--- src/rtl/sram_ctrl_pkg.sv ---
package sram_ctrl_pkg;

    typedef enum logic [2:0] {
        ST_IDLE,
        ST_RD_ADDR,
        ST_RD_OE,
        ST_RD_TURN,
        ST_WR_SETUP,
        ST_WR_PULSE,
        ST_WR_HOLD
    } ctrl_state_e;

    // Cycles spent selected with outputs disabled before output enable falls.
    function automatic int unsigned rd_lead_cycles(input int unsigned aa, input int unsigned oe);
        return (aa > oe) ? (aa - oe) : 1;
    endfunction

endpackage

--- src/rtl/sram_phase_timer.sv ---
module sram_phase_timer #(
    parameter int TMR_W = 8
) (
    input  logic             clk,
    input  logic             rst,
    input  logic             load,
    input  logic [TMR_W-1:0] load_val,
    output logic             last
);

    logic [TMR_W-1:0] cnt;

    always_ff @(posedge clk) begin
        if (rst) begin
            cnt <= TMR_W'(1);
        end else if (load) begin
            cnt <= load_val;
        end else if (cnt > TMR_W'(1)) begin
            cnt <= cnt - TMR_W'(1);
        end
    end

    assign last = (cnt == TMR_W'(1));


    cnt_nonzero_chk: assert property (@(posedge clk) disable iff (rst) cnt != '0);

endmodule

--- src/rtl/sram_xfer_regs.sv ---
module sram_xfer_regs #(
    parameter int ADDR_W = 17,
    parameter int DATA_W = 8
) (
    input  logic              clk,
    input  logic              rst,
    input  logic              accept,
    input  logic [ADDR_W-1:0] req_addr,
    input  logic [DATA_W-1:0] req_wdata,
    input  logic              capture,
    input  logic [DATA_W-1:0] dq_in,
    output logic [ADDR_W-1:0] addr_q,
    output logic [DATA_W-1:0] wdata_q,
    output logic [DATA_W-1:0] rdata_q,
    output logic              rvalid_q
);

    always_ff @(posedge clk) begin
        if (rst) begin
            addr_q  <= '0;
            wdata_q <= '0;
        end else if (accept) begin
            addr_q  <= req_addr;
            wdata_q <= req_wdata;
        end
    end

    always_ff @(posedge clk) begin
        if (rst) begin
            rdata_q  <= '0;
            rvalid_q <= 1'b0;
        end else begin
            rvalid_q <= capture;
            if (capture) begin
                rdata_q <= dq_in;
            end
        end
    end


    rvalid_pulse_chk: assert property (@(posedge clk) disable iff (rst) rvalid_q |=> !rvalid_q);

endmodule

--- src/rtl/sram_bus_ctrl.sv ---
module sram_bus_ctrl
    import sram_ctrl_pkg::*;
#(
    parameter int ADDR_W    = 17,
    parameter int DATA_W    = 8,
    parameter int TMR_W     = 8,
    parameter int T_AA_CYC  = 3,
    parameter int T_OE_CYC  = 1,
    parameter int T_OHZ_CYC = 1,
    parameter int T_AS_CYC  = 1,
    parameter int T_WP_CYC  = 2,
    parameter int T_DH_CYC  = 1
) (
    input  logic              clk,
    input  logic              rst,
    input  logic              req_valid,
    output logic              req_ready,
    input  logic              req_write,
    input  logic [ADDR_W-1:0] req_addr,
    input  logic [DATA_W-1:0] req_wdata,
    output logic              rd_valid,
    output logic [DATA_W-1:0] rd_data,
    output logic [ADDR_W-1:0] mem_addr,
    input  logic [DATA_W-1:0] mem_dq_in,
    output logic [DATA_W-1:0] mem_dq_out,
    output logic              mem_dq_oe,
    output logic              mem_we_n,
    output logic              mem_oe_n,
    output logic              mem_cs1_n,
    output logic              mem_cs2
);

    localparam int unsigned RD_LEAD = rd_lead_cycles(T_AA_CYC, T_OE_CYC);

    ctrl_state_e      state, nxt;
    logic             phase_last;
    logic             phase_load;
    logic [TMR_W-1:0] phase_len;
    logic             accept;
    logic             capture;

    // State register
    always_ff @(posedge clk) begin
        if (rst) begin
            state <= ST_IDLE;
        end else begin
            state <= nxt;
        end
    end

    // Transitions
    always_comb begin
        nxt = state;
        unique case (state)
            ST_IDLE:     if (req_valid) nxt = req_write ? ST_WR_SETUP : ST_RD_ADDR;
            ST_RD_ADDR:  if (phase_last) nxt = ST_RD_OE;
            ST_RD_OE:    if (phase_last) nxt = ST_RD_TURN;
            ST_RD_TURN:  if (phase_last) nxt = ST_IDLE;
            ST_WR_SETUP: if (phase_last) nxt = ST_WR_PULSE;
            ST_WR_PULSE: if (phase_last) nxt = ST_WR_HOLD;
            ST_WR_HOLD:  if (phase_last) nxt = ST_IDLE;
            default:     nxt = ST_IDLE;
        endcase
    end

    // Length of the phase being entered
    always_comb begin
        phase_len = TMR_W'(1);
        unique case (nxt)
            ST_RD_ADDR:  phase_len = TMR_W'(RD_LEAD);
            ST_RD_OE:    phase_len = TMR_W'(T_OE_CYC);
            ST_RD_TURN:  phase_len = TMR_W'(T_OHZ_CYC);
            ST_WR_SETUP: phase_len = TMR_W'(T_AS_CYC);
            ST_WR_PULSE: phase_len = TMR_W'(T_WP_CYC);
            ST_WR_HOLD:  phase_len = TMR_W'(T_DH_CYC);
            default:     phase_len = TMR_W'(1);
        endcase
    end

    assign phase_load = (nxt != state);
    assign req_ready  = (state == ST_IDLE);
    assign accept     = req_valid && req_ready;
    assign capture    = (state == ST_RD_OE) && phase_last;

    // Pin encodings per state
    always_comb begin
        mem_cs1_n = 1'b1;
        mem_cs2   = 1'b0;
        mem_we_n  = 1'b1;
        mem_oe_n  = 1'b1;
        mem_dq_oe = 1'b0;
        unique case (state)
            ST_IDLE, ST_RD_TURN: begin
            end
            ST_RD_ADDR, ST_WR_SETUP: begin
                mem_cs1_n = 1'b0;
                mem_cs2   = 1'b1;
            end
            ST_RD_OE: begin
                mem_cs1_n = 1'b0;
                mem_cs2   = 1'b1;
                mem_oe_n  = 1'b0;
            end
            ST_WR_PULSE: begin
                mem_cs1_n = 1'b0;
                mem_cs2   = 1'b1;
                mem_we_n  = 1'b0;
                mem_dq_oe = 1'b1;
            end
            ST_WR_HOLD: begin
                mem_cs1_n = 1'b0;
                mem_cs2   = 1'b1;
                mem_dq_oe = 1'b1;
            end
            default: begin
            end
        endcase
    end

    sram_phase_timer #(.TMR_W(TMR_W)) u_timer (
        .clk      (clk),
        .rst      (rst),
        .load     (phase_load),
        .load_val (phase_len),
        .last     (phase_last)
    );

    sram_xfer_regs #(.ADDR_W(ADDR_W), .DATA_W(DATA_W)) u_regs (
        .clk       (clk),
        .rst       (rst),
        .accept    (accept),
        .req_addr  (req_addr),
        .req_wdata (req_wdata),
        .capture   (capture),
        .dq_in     (mem_dq_in),
        .addr_q    (mem_addr),
        .wdata_q   (mem_dq_out),
        .rdata_q   (rd_data),
        .rvalid_q  (rd_valid)
    );


    reset_idle_chk: assert property (@(posedge clk) disable iff (rst)
        $fell(rst) |-> (mem_cs1_n && !mem_cs2 && mem_we_n && mem_oe_n && !mem_dq_oe && req_ready && !rd_valid));

    idle_standby_chk: assert property (@(posedge clk) disable iff (rst)
        req_ready |-> (mem_cs1_n && !mem_cs2 && !mem_dq_oe));

    no_contention_chk: assert property (@(posedge clk) disable iff (rst) !(mem_dq_oe && !mem_oe_n));

    we_oe_excl_chk: assert property (@(posedge clk) disable iff (rst) !(!mem_we_n && !mem_oe_n));

    busy_after_accept_chk: assert property (@(posedge clk) disable iff (rst)
        (req_valid && req_ready) |=> !req_ready);

    addr_stable_chk: assert property (@(posedge clk) disable iff (rst)
        !req_ready |=> (req_ready || $stable(mem_addr)));

    we_data_chk: assert property (@(posedge clk) disable iff (rst)
        !mem_we_n |-> (mem_dq_oe && !mem_cs1_n && mem_cs2));

    we_rise_hold_chk: assert property (@(posedge clk) disable iff (rst)
        (!mem_we_n) |=> (!mem_we_n || mem_dq_oe));

endmodule

--- config.mk ---
export PLATFORM = sky130hd
export DESIGN_NAME = sram_bus_ctrl
export DESIGN_NICKNAME = d
export VERILOG_FILES = /design/src/rtl/sram_ctrl_pkg.sv /design/src/rtl/sram_phase_timer.sv /design/src/rtl/sram_xfer_regs.sv /design/src/rtl/sram_bus_ctrl.sv
export SDC_FILE = /design/constraint.sdc
export NUM_CORES = 1
export LEC_CHECK = 0
export BUFFER_PORTS_ARGS = -buffer_cell sky130_fd_sc_hd__buf_4
export CAP_MARGIN = 20
export CORE_ASPECT_RATIO = 0.7
export CORE_UTILIZATION = 43
export DETAILED_ROUTE_END_ITERATION = 8
export PLACE_DENSITY = 0.79
export SYNTH_ARGS = -nofsm -noshare
export SYNTH_HDL_FRONTEND = slang
export SYNTH_SLANG_ARGS = --single-unit
--- constraint.sdc ---
create_clock -name clk -period 2.2 [get_ports clk]
set_input_delay 0.33 -clock clk [delete_from_list [all_inputs] [get_ports clk]]
set_output_delay 0.33 -clock clk [all_outputs]
set_load 0.05 [all_outputs]
==> qor.yml <==
run_status:
  status: "complete, no violations"
final_layout:
  layout.cells.non_filler: 349
  diodes: 0
  multi_input_area_um2: 876
  syn2layout_area_growth_pct: 38.9
  regArea_um2: 903
  nets: 335
  drive_above_1_share: 0.347
  nFillCells: 374
synth:
  ys_types: 42
  syn_inst: 223
  syn_nets: 262
  synth_edf_count: 0
  synth_seq_area_share: 0.484
  synth_compound_area_frac: 0.134
  syn-cell-area_mm2: 0.00186
  synthSimpleGateAreaFrac: 0.234
  avgSynthCellArea_um2: 8.35
  yosysTopAreaCell: "dfxtp_1"
  synth-seq-cells: 45
  yosysWarnings: 0
  async_flop_share: 0
  muxShareOfSynthArea: 0.0544
  synth.top_cell.area_share: 0.484
  synth-main-ff-cell: "dfxtp_1"
  synth-xor-area-share: 0.0235
  ys_top_cells_by_count: "53 x nand2_1, 45 x dfxtp_1, 28 x a21oi_1"
  synth_most_common_cell: "nand2_1"
  synth_area_leaders: "dfxtp_1 48%, nand2_1 11%, a21oi_1 7.5%"
  synthAdderAreaFrac: 0.0134
  synth_top_family_by_area: "simple AND/OR/NAND/NOR gates"
grt:
  grt_pass1_wl_mm: 7.02
  grt_max_degree: 41
  antenna_found_initial: 0
  grt_use_total: 0.195
  overflow: 0
  grt_pass1_vias: 1619
sta:
  min_period_ps: 2110
  timing.slew.headroom: 0.679
  period_share: 0.961
  setup_viol_count_final: 0
  worstMarginPinSlew_ps: 478
  fmax_mhz: 473
  hold_viol: 0
  worst_hold_slack_ps: 261
  maxSlewViolCount: 0
  finalClockSkew_ps: 1.54
pwr:
  power_density_mw_per_mm2: 1390
  ir_worst_vdd_uv: 749
  p_leak_nw: 1.19
floorplanning:
  core_mm2: 0.00404
  dieArea_mm2: 0.00460
  rows: 19
  start_util: 0.461
  io-pin-count: 77
  fp.dieH_um: 57.1
  die_w_um: 80.7
clock_network:
  cts_tree: "done"
  root_buffer: "clkbuf_8"
  cts.sinks: 45
  cts_buffers: 5
  clockBufferDepth: 2
  htree_levels: 2
  clk_pin_slew_worst_paths_ps: 80
  clk_latency_ps: 290
drt:
  wire_per_inst_um: 11.8
  vias: 1670
  drt-initial-drc-count: 42
  ant_nets: 0
  via_per_inst: 4.79
  wirelength_mm: 4.12
  first_pass_iters: 4
  drc_errors: 0
critical_path:
  start_kind: "register"
  crit_path_end_kind: "register"
  worstPathArrival_ps: 2300
  crit_fanout: 3
  critPathRequiredTime_ps: 2390
  crit_type: "reg -> reg"
placed_design:
  gp_congestion: 0.811
  dp_hpwl_mm: 2.93
  io_buffers: 76
  placedCellCount: 341
flow_run:
  drv_cap: 0
min_path:
  hold_class: "in -> reg"
-- layer usage --
layer,GRT usage,vias up,share of wire
li1,-,886,-
met1,0.250,735,0.48
met2,0.306,44,0.44
met3,0.0800,5,0.076
met4,0.0459,0,0.0053
met5,0,-,0
-- area by class of cell --
type | count | area share
clock buffer | 7 | 0.0334
sequential | 45 | 0.349
inverter | 3 | 0.00435
tap | 52 | 0.0251
clock inverter | 1 | 0.0116
multi-input combinational | 159 | 0.338
timing repair buffer | 82 | 0.238
-- critical path, stage by stage, from the launching register on --
cell	delay, ps
dfxtp_2	340
inv_2	60
ha_1	160
or4b_4	470
or4_4	490
a21oi_2	140
o21ai_1	100
a22o_1	230
-- cell families (layout without fill, tap and decap cells) --
family	after synthesis	after routing
AO/OA/AOI/OAI	43	43
XOR/XNOR	5	5
adder cells (fa/ha/maj)	2	2
buffers and inverters	19	93
flip-flops	45	45
multiplexers	10	10
AND/OR/NAND/NOR	99	99
-- worst paths after layout --
path / start / end / slack (ps) / cells past startpoint
setup / recovery: u_timer.cnt[1] / u_timer.cnt[0] / 90 / 7
hold / removal: mem_dq_in[1] / u_regs.rdata_q[1] / 260 / 3
setup reg to reg: u_timer.cnt[1] / u_timer.cnt[0] / 90 / 7
hold reg to reg: u_regs.addr_q[0] / u_regs.addr_q[0] / 460 / 2
-- what timing repair did --
item	CTS	global route
hold buffers	0	0
buffers inserted	0	0
resized for setup	0	4
endpoints found under the setup margin	0	1
-- placed cells by master, fill, tap and decap left out, types with 2 or more instances in the layout --
master / n
buf_4: 82
nand2_1: 53
dfxtp_1: 43
a21oi_1: 27
nor2_1: 22
mux2i_1: 9
clkbuf_8: 6
nor3_1: 5
nand2b_1: 4
o21ai_0: 4
xnor2_1: 3
inv_1: 2
a21oi_2: 2
or3_2: 2
xor2_1: 2
ha_1: 2
dfxtp_2: 2
-- registers in the layout (all words and copies together), names as in the netlist --
name,count
state,3
u_regs.addr_q,17
u_regs.rdata_q,8
u_regs.rvalid_q,1
u_regs.wdata_q,8
u_timer.cnt,8
-- stage by stage --
step / instance area, um2 / power [W] / TNS [ps] / utilization / setup slack (ps)
after detailed placement: 2460 / 0.00295 / 0 / 0.610 / 48.2
after global routing: 2590 / 0.00380 / -0.842 / 0.640 / -0.842
after global placement: 2460 / 0.00293 / 0 / 0.610 / 107
final: 2590 / 0.00359 / 0 / 0.640 / 85.6
after floorplan: 1880 / 0.00247 / 0 / - / 68.3
after CTS: 2580 / 0.00359 / 0 / 0.639 / 36.0
-- power by group --
part / switching, W / internal [W] / leakage, nW
combinational: 0.00118 / 0.000637 / 0.762
clock: 0.000269 / 0.000370 / 0.0585
sequential: 0.000147 / 0.000988 / 0.368
total: 0.00159 / 0.00199 / 1.19
No activity file was read; power rests on OpenSTA's default activity.
